<file path="src/rtl/simd_add_pkg.sv">
package simd_add_pkg;

    typedef enum logic [2:0] {
        ESZ_8   = 3'd0,
        ESZ_16  = 3'd1,
        ESZ_32  = 3'd2,
        ESZ_64  = 3'd3,
        ESZ_128 = 3'd4
    } elem_size_e;

    typedef struct packed {
        logic       scalar;
        logic [2:0] code;
    } op_ctrl_t;

    localparam int BYTE_W = 8;

    // bytes per lane for a given size code
    function automatic int lane_bytes(input logic [2:0] code);
        return 1 << code;
    endfunction

    // largest size code a vector of the given width supports
    function automatic int max_code(input int vec_w);
        return (vec_w >= 128) ? 4 : 2;
    endfunction

endpackage

</file>
<file path="src/rtl/lane_edge_decode.sv">
module lane_edge_decode
    import simd_add_pkg::*;
#(
    parameter int NBYTE    = 16,
    parameter int MAX_CODE = 4
) (
    input  op_ctrl_t           ctrl,
    output logic [NBYTE-1:0]   cut,
    output logic [NBYTE-1:0]   low_lane,
    output logic               bad
);
    int lb;

    always_comb begin
        bad = (int'(ctrl.code) > MAX_CODE);
        lb  = lane_bytes(ctrl.code);
        for (int k = 0; k < NBYTE; k++) begin
            cut[k]      = ((k & (lb - 1)) == 0);
            low_lane[k] = (k < lb);
        end
    end
endmodule

</file>
<file path="src/rtl/segmented_adder.sv">
module segmented_adder
    import simd_add_pkg::*;
#(
    parameter int NBYTE = 16
) (
    input  logic [NBYTE*BYTE_W-1:0] a,
    input  logic [NBYTE*BYTE_W-1:0] b,
    input  logic [NBYTE-1:0]        cut,
    output logic [NBYTE*BYTE_W-1:0] sum
);
    logic [NBYTE-1:0] cy;
    assign cy[0] = 1'b0;

    for (genvar g = 0; g < NBYTE; g++) begin : g_byte
        logic cin;
        assign cin = cut[g] ? 1'b0 : cy[g];
        if (g < NBYTE - 1) begin : g_mid
            logic [BYTE_W:0] t;
            assign t = {1'b0, a[g*BYTE_W +: BYTE_W]}
                     + {1'b0, b[g*BYTE_W +: BYTE_W]}
                     + {{BYTE_W{1'b0}}, cin};
            assign sum[g*BYTE_W +: BYTE_W] = t[BYTE_W-1:0];
            assign cy[g+1] = t[BYTE_W];
        end else begin : g_top
            assign sum[g*BYTE_W +: BYTE_W] = a[g*BYTE_W +: BYTE_W]
                                           + b[g*BYTE_W +: BYTE_W]
                                           + {{(BYTE_W-1){1'b0}}, cin};
        end
    end
endmodule

</file>
<file path="src/rtl/result_stage.sv">
module result_stage
    import simd_add_pkg::*;
#(
    parameter int NBYTE = 16
) (
    input  logic                    clk,
    input  logic                    rst,
    input  logic                    start,
    input  logic                    scalar,
    input  logic                    bad,
    input  logic [NBYTE-1:0]        low_lane,
    input  logic [NBYTE*BYTE_W-1:0] sum,
    input  logic [NBYTE*BYTE_W-1:0] pass,
    output logic [NBYTE*BYTE_W-1:0] q,
    output logic                    valid,
    output logic                    err
);
    logic [NBYTE*BYTE_W-1:0] sel;

    for (genvar g = 0; g < NBYTE; g++) begin : g_sel
        assign sel[g*BYTE_W +: BYTE_W] =
            bad ? '0 :
            ((scalar && !low_lane[g]) ? pass[g*BYTE_W +: BYTE_W]
                                      : sum[g*BYTE_W +: BYTE_W]);
    end

    always_ff @(posedge clk) begin
        if (rst) begin
            q     <= '0;
            valid <= 1'b0;
            err   <= 1'b0;
        end else begin
            valid <= start;
            err   <= start & bad;
            if (start) q <= sel;
        end
    end
endmodule

</file>
<file path="src/rtl/simd_lane_adder.sv">
module simd_lane_adder
    import simd_add_pkg::*;
#(
    parameter int DATA_W = 128
) (
    input  logic              clk,
    input  logic              rst,
    input  logic              start,
    input  logic [2:0]        elem_size,
    input  logic              scalar_op,
    input  logic [DATA_W-1:0] op_a,
    input  logic [DATA_W-1:0] op_b,
    output logic [DATA_W-1:0] res_data,
    output logic              res_valid,
    output logic              res_err
);
    localparam int NBYTE    = DATA_W / BYTE_W;
    localparam int MAX_CODE = max_code(DATA_W);

    op_ctrl_t          ctrl;
    logic [NBYTE-1:0]  cut;
    logic [NBYTE-1:0]  low_lane;
    logic              bad;
    logic [DATA_W-1:0] sum;

    assign ctrl.scalar = scalar_op;
    assign ctrl.code   = elem_size;

    lane_edge_decode #(.NBYTE(NBYTE), .MAX_CODE(MAX_CODE)) u_dec (
        .ctrl     (ctrl),
        .cut      (cut),
        .low_lane (low_lane),
        .bad      (bad)
    );

    segmented_adder #(.NBYTE(NBYTE)) u_add (
        .a   (op_a),
        .b   (op_b),
        .cut (cut),
        .sum (sum)
    );

    result_stage #(.NBYTE(NBYTE)) u_res (
        .clk      (clk),
        .rst      (rst),
        .start    (start),
        .scalar   (ctrl.scalar),
        .bad      (bad),
        .low_lane (low_lane),
        .sum      (sum),
        .pass     (op_b),
        .q        (res_data),
        .valid    (res_valid),
        .err      (res_err)
    );
endmodule

</file>
<file path="config.mk">
export PLATFORM = sky130hd
export DESIGN_NAME = simd_lane_adder
export DESIGN_NICKNAME = d
export VERILOG_FILES = /design/src/rtl/simd_add_pkg.sv /design/src/rtl/lane_edge_decode.sv /design/src/rtl/segmented_adder.sv /design/src/rtl/result_stage.sv /design/src/rtl/simd_lane_adder.sv
export SDC_FILE = /design/constraint.sdc
export NUM_CORES = 1
export LEC_CHECK = 0
export BUFFER_PORTS_ARGS = -buffer_cell sky130_fd_sc_hd__buf_4
export CAP_MARGIN = 25
export CORE_ASPECT_RATIO = 1.2
export CORE_MARGIN = 2
export CORE_UTILIZATION = 46
export DETAILED_ROUTE_END_ITERATION = 8
export PLACE_DENSITY_LB_ADDON = 0.15
export SETUP_SLACK_MARGIN = 0.2
export SYNTH_ARGS = -nofsm -noshare
export SYNTH_HDL_FRONTEND = slang
export SYNTH_SLANG_ARGS = --single-unit
export TNS_END_PERCENT = 30
</file>
<file path="constraint.sdc">
create_clock -name clk -period 24.7 [get_ports clk]
set_input_delay 1.235 -clock clk [delete_from_list [all_inputs] [get_ports clk]]
set_output_delay 1.235 -clock clk [all_outputs]
set_load 0.03 [all_outputs]
</file>
==> metrics.md, run 1 <==
| Metric | Value |
|---|---|
| Status | finished with violations |
| Violated checks | negative setup slack |
| Vias post-DR | 11900 |
| Worst setup EP type | flip-flop |
| CP Class | in -> reg |
| Crit path max-delay family | compound AO/OA/AOI/OAI gates |
| Gr usage total | 31.4% |
| Clk Latency, worst-skew pair | about 420 ps |
| Total routed wirelength | 40.2 mm |
| Critical Path Stages | 130 |
| Dpl cells | 1984 |
| Worst Path Arrival | 25610 ps |
| Largest net degree at the start of global routing | 80 |
| Final setup vio count | 8 |
| Netlist cell types | 61 |
| Post-synthesis area per instance | 8.09 um2 |
| Initial antenna violation count | 0 |
| Post-Synthesis Cells | 1313 |
| Final Total Pwr | 0.000819 W |
| Unrepaired setup endpoints after global routing | true |
| Initial Utilization | 47.2% |
| P&R area growth vs syn | 44.8% |
| Area contributors post-synth | dfxtp_1 24%, ha_1 14%, a21oi_1 8.1% |
| TritonCTS clock tree | done |
| Filler cell count | 1948 |
| Die width | 143 um |
| IO Count | 393 |
| Setup crit end | u_res.q[126] |
| Antenna cells | 0 |
| Max FO, Critical Path | 2 |
| Final worst path period need | 25320 ps |
| Pre-Repair DR Iteration Count | 7 |
| Post-synth EDFFs | 0 |
| Placer's final routability congestion estimate | 0.950 |
| H-tree levels | 4 |
| Root buffer cell | clkbuf_16 |
| Drt wl/cell | between 15 and 20 um |
| Slew margin rel. | about 37% |
| Iter 0 DRT Violations | roughly 710 |
| Global route overflow | 0 |
| Synthesis Warnings | 0 |
| Height of the die | between 150 and 200 um |
| Fin crit share | 102% |
| # rows | 60 |
| Ys async rst share | 0% |
| Top_reg_cell synth | dfxtp_1 |
| #FFs+latches synth | 130 |
| CP Launch Type | primary input |
| Yosys top cell by area | dfxtp_1 |
| Fin nets | about 2200 |
| Core area | 22500 um2 |
| Most instantiated library cell after synthesis | a21oi_1 |
| Max Slew Vio Count | 0 |
| CP max-delay cell | fa_2 |
| Slowest stage delay, CP | 380 ps |
| Reg clk slew, reported paths | 60 ps |
| DRC Markers | 0 |
| Pleak | 7.19 nW |
| Post-synth top area share | 24.5% |
| Synthesized net count | 1722 |
| FMAX | roughly 40 MHz |
| Dpl hpwl | roughly 30 mm |
| Max Clock Skew | 0 ps |
| CTS buffer count | 17 |
| HP Class | reg -> reg |
| Reg-to-reg slack, setup | 23770 ps |
| Port bufs | 392 |
| Worst R2R End | u_res.q[61] |
| Worst Setup Slack, final | -615 ps |
| Mapped cell area | 10600 um2 |
| Commonest cells post-synth | 171 x a21oi_1, 156 x nand2_1, 130 x dfxtp_1 |
| First-pass GRT wire length | 59.6 mm |
| Tightest Pin Transition | 946 ps |
| WP data required | 25000 ps |
| TritonCTS Sinks | 130 |
| Setup WS pre-CTS | -1430 ps |
| Most common cell on crit path | a21oi_2 |
| Crit. Startpoint | op_b[0] |
| Antenna Nets Post-Route | 0 |
| Final cell count without fillers | slightly above 2000 |
| CTS Buffer Depth | 2 |
| Bufs and invs on worst path | 2 |
| Vias in the first global route | 11400 |
| Final hold violation count | 0 |
| Sequential area share after synthesis | 24.5% |
| Maxcap violations | 0 |
| Reg-to-reg critical path startpoint | u_res.q[61] |
| DR vias/cell | 5.78 |
| FF-to-FF path depth | 4 |
| Worst IR drop on VDD | 0.0455 mV |
| PD cells | 53.2 nW/um2 |
| Die Area | 24300 um2 |
| Share of cells above drive strength 1 | a little over a third |
==> through the flow <==
| stage | area [um2] | hold slack [ps] | TNS [ps] | utilization [%] |
|---|---|---|---|---|
| 3_3_place_gp | 14400 | 438 | -4480 | 63.7 |
| 6_report | 15400 | 467 | -3470 | 68.3 |
| 4_1_cts | 15100 | 469 | -2760 | 67.0 |
| 3_5_place_dp | 14400 | 450 | -10120 | 63.7 |
| 5_1_grt | 15400 | 484 | -13440 | 68.3 |
| 2_1_floorplan | 10800 | 585 | 0 | - |
==> final cells by class <==
cell class              instances  area, um2  share of cell area, %
well taps                     279        349                   2.27
inverters                      28        106                  0.691
flip-flops and latches        130       2600                   16.9
repair buffers                495       3720                   24.2
multi-input cells            1092       8040                   52.3
clock inverters                 9        108                  0.699
clock buffers                  23        458                   2.98
==> state kept, by name, summed over array words and instances (netlist names) <==
| register | flops |
|---|---|
| u_res.err | 1 |
| u_res.q | 128 |
| u_res.valid | 1 |
==> per-layer routing <==
| layer | global-route usage (%) | part of all wire [%] | vias up |
|---|---|---|---|
| met5 | 0 | 0 | - |
| met4 | 15.6 | 5.0 | 0 |
| met3 | 7.89 | 8.3 | 109 |
| met2 | 54.2 | 48 | 520 |
| met1 | 36.0 | 39 | 5584 |
| li1 | - | - | 5676 |
==> worst register-to-register path, stage by stage (launching register included) <==
cell and delay (ps):
dfxtp_1 330, nand2_1 70, o21ai_0 110, a21oi_1 60, a221oi_1 270
==> layout by cell type (no fill, tap or decap), types with 10 or more instances in the layout <==
master	instances
buf_4	493
nand2_1	155
a21oi_1	137
dfxtp_1	130
ha_1	114
nor2_1	87
o21ai_0	79
xnor2_1	46
a21o_1	43
a21oi_2	35
fa_2	31
inv_1	27
xor2_1	27
mux2i_1	23
a22o_1	22
nor3_1	22
nand2b_1	21
a32oi_1	20
o211ai_1	17
clkbuf_16	17
nor2b_1	15
o21bai_1	13
o21ai_2	12
a22oi_1	12
a31oi_1	12
o31ai_1	11
o22ai_1	11
nor3b_1	10
==> how the worst min path moves through the flow <==
stage,to,cells after the start,from,slack [ps]
2_1_floorplan,u_res.q[116],2,u_res.q[116],590
3_5_place_dp,u_res.q[29],2,u_res.q[29],450
4_1_cts,u_res.q[127],2,u_res.q[127],470
3_3_place_gp,u_res.q[29],2,u_res.q[29],440
5_1_grt,u_res.q[114],2,u_res.q[114],480
6_report,u_res.q[98],2,u_res.q[98],470
==> timing repair <==
action / CTS / global route
setup endpoints to repair: 9 / 15
pin swaps: 13 / 50
gates resized for setup: 13 / 33
hold buffers: 0 / 0
setup buffers: 17 / 23
==> power breakdown <==
group / switching (W) / total [W] / internal (W)
registers: 0.00000978 / 0.000236 / 0.000226
logic: 0.000175 / 0.000330 / 0.000154
clock network: 0.000102 / 0.000253 / 0.000151
total: 0.000287 / 0.000819 / 0.000532
==> kinds of logic after synthesis <==
| group | after synthesis | share of synthesized area [%] |
|---|---|---|
| flops | 130 | 24.5 |
| xor+xnor | 74 | 6.10 |
| simple gates | 372 | 16.1 |
| fa+ha+maj | 146 | 19.4 |
| buf+inv | 91 | 3.52 |
| compound gates | 470 | 27.5 |
| mux | 30 | 2.91 |
(Power assumes the default switching activity.)
==> run 2: changes to the inputs <==
--- a/config.mk
+++ b/config.mk
@@ -5,12 +5,13 @@
 export SDC_FILE = /design/constraint.sdc
 export NUM_CORES = 1
 export LEC_CHECK = 0
-export BUFFER_PORTS_ARGS = -buffer_cell sky130_fd_sc_hd__buf_4
 export CAP_MARGIN = 25
-export CORE_ASPECT_RATIO = 1.2
-export CORE_MARGIN = 2
-export CORE_UTILIZATION = 46
+export CORE_AREA = 2 2 151 153
 export DETAILED_ROUTE_END_ITERATION = 8
+export DIE_AREA = 0 0 153 155
+export DONT_BUFFER_PORTS = 1
+export GPL_ROUTABILITY_DRIVEN = 0
+export HOLD_SLACK_MARGIN = 0.03
 export PLACE_DENSITY_LB_ADDON = 0.15
 export SETUP_SLACK_MARGIN = 0.2
 export SYNTH_ARGS = -nofsm -noshare
==> run 2 against run 1 <==
- the flow still finishes with violations (negative setup slack)
- power down 6.5%
- combinational power fell by 34%
- flip-flop and latch count did not move
- register-to-register slack got worse by 260 ps
- clock power is 8.7% higher
- highest routed layer unchanged
==> metrics.md, run 2 (synthesis results as in run 1) <==
| Metric | Value |
|---|---|
| Status | finished with violations |
| Violated checks | negative setup slack |
| FMAX | 39.7 MHz (+0.50%) |
| Final cell count without fillers | 1658 (-19%) |
| Maxcap violations | 0 (unchanged) |
| Gr usage total | 29.9% (-1.5 points) |
| Most common cell after layout, fill and taps aside | nand2_1 |
| Reg-to-reg slack, setup | 23510 ps (-260 ps) |
| CP Launch Type | primary input |
| Die width | 153 um (+7.2%) |
| Slew margin rel. | 32.3% (-4.6 points) |
| Dpl cells | 1594 (-20%) |
| CP Class | in -> reg |
| Hold buffers post-CTS | 0 (unchanged) |
| Root buffer cell | clkbuf_16 |
| Fin crit share | 102% (-0.51 points) |
| Clk Latency, worst-skew pair | 420 ps (about the same) |
| WP data required | 25000 ps (about the same) |
| Final Total Pwr | 0.000766 W (-6.5%) |
| Port bufs | 0 (-100%) |
| Final hold violation count | 0 (unchanged) |
| Antenna Nets Post-Route | 0 (unchanged) |
| Largest net degree at the start of global routing | 96 (+20%) |
| Worst Path Arrival | 25490 ps (-120 ps) |
| Final setup vio count | 7 (-1) |
| Vias in the first global route | 9663 (-15%) |
| DR vias/cell | 6.06 (+4.9%) |
| Final worst path period need | 25190 ps (-126 ps) |
| DRC Markers | 0 (unchanged) |
| Initial Utilization | 47.8% (+0.62 points) |
| Pleak | 5.21 nW (-28%) |
| Core area | 22200 um2 (-1.3%) |
| Max FO, Critical Path | 2 (unchanged) |
| Fin nets | 1769 (-19%) |
| First-pass GRT wire length | 55.6 mm (-6.6%) |
| Worst IR drop on VDD | 0.0442 mV (-2.8%) |
| Most common cell on crit path | fa_2 |
| Drt wl/cell | 22.2 um (+14%) |
| TritonCTS Sinks | 130 (unchanged) |
| HP Class | reg -> reg |
| Max Slew Vio Count | 0 (unchanged) |
| Dpl hpwl | 27.4 mm (-9.1%) |
| Die Area | 23700 um2 (-2.6%) |
| CTS buffer count | 17 (unchanged) |
| CTS Buffer Depth | 2 (unchanged) |
| Initial antenna violation count | 0 (unchanged) |
| # rows | 55 (-8.3%) |
| Max Clock Skew | 0 ps (unchanged) |
| Height of the die | 155 um (-9.1%) |
| IO Count | 393 (unchanged) |
| Commonest cells after routing, fill and taps aside | 155 x nand2_1, 140 x a21oi_1, 130 x dfxtp_1 |
| Share of cells above drive strength 1 | 17.6% (-19 points) |
| Tightest Pin Transition | 1020 ps (+69.5 ps) |
| Antenna cells | 0 (unchanged) |
| Max FFs per register | 128 (unchanged) |
| Global route overflow | 0 (unchanged) |
| Slowest stage delay, CP | 400 ps (+20 ps) |
| Vias post-DR | 10100 (-15%) |
| Worst Setup Slack, final | -489 ps (+126 ps) |
| Filler cell count | 2040 (+4.7%) |
| Top Registers | u_res.q x128, u_res.err x1, u_res.valid x1 |
| PD cells | 61.7 nW/um2 (+16%) |
| Largest Register | u_res.q |
| P&R area growth vs syn | 16.9% |
| CP max-delay cell | fa_2 |
| Total routed wirelength | 36.8 mm (-8.4%) |
| Setup WS pre-CTS | -1230 ps (+204 ps) |
| Reg clk slew, reported paths | 60 ps (about the same) |
| Iter 0 DRT Violations | 552 (-22%) |
| TritonCTS clock tree | done |
| Worst setup EP type | flip-flop |
| Unrepaired setup endpoints after global routing | true |
| Pre-Repair DR Iteration Count | 6 (-1) |
| H-tree levels | 4 (unchanged) |
run 2: worst paths after layout:
path | depth (start not counted) | from | to
worst max register to register | 4 | u_res.q[61] | u_res.q[61]
worst min-delay path | 2 | u_res.q[5] | u_res.q[5]
worst max-delay path | 129 | op_a[0] | u_res.q[126]
worst min register to register | 2 | u_res.q[5] | u_res.q[5]
run 2: power breakdown:
part	total, W	internal (W)	leakage [nW]	switching, W
logic	0.000219	0.000106	3.84	0.000113
clock network	0.000275	0.000170	0.306	0.000104
registers	0.000272	0.000226	1.06	0.0000460
run 2: per-layer routing:
metal  up-vias  part of all wire [%]  track usage, %
met5         -                     0               0
met4         0                   2.3            9.83
met3        57                   9.3            10.0
met2       399                    48            51.0
met1      4725                    41            35.6
li1       4873                     -               -
run 2: worst max-delay path: cells and delay by family:
family | cells | cell delay [ps]
xor+xnor | 1 | 180
compound gates | 79 | 11260
simple gates | 16 | 1520
fa+ha+maj | 32 | 11080
buf+inv | 1 | 150
run 2: layout make-up:
class / count / area [um2] / share of cell area, %
Clock buffer: 21 / 480 / 3.87
Clock inverter: 11 / 150 / 1.21
Inverter: 28 / 106 / 0.856
Multi-Input combinational cell: 1092 / 8040 / 64.7
Sequential cell: 130 / 2600 / 21.0
Tap cell: 285 / 357 / 2.87
Timing Repair Buffer: 91 / 683 / 5.50
run 2: timing repair:
item,in CTS,in global routing
buffers inserted,10,22
setup endpoints to repair,8,15
resized for setup,7,39
hold endpoints to repair,0,0
pin swaps,18,51
run 2: per-stage QoR:
stage | TNS (ps) | utilization [%] | hold WS, ps | cell area (um2)
5_1_grt | -12060 | 55.9 | 637 | 12400
6_report | -2530 | 55.9 | 612 | 12400
3_5_place_dp | -8530 | 51.2 | 602 | 11400
2_1_floorplan | 0 | - | 585 | 10800
4_1_cts | -3070 | 54.5 | 610 | 12100
3_3_place_gp | -4360 | 51.2 | 601 | 11400
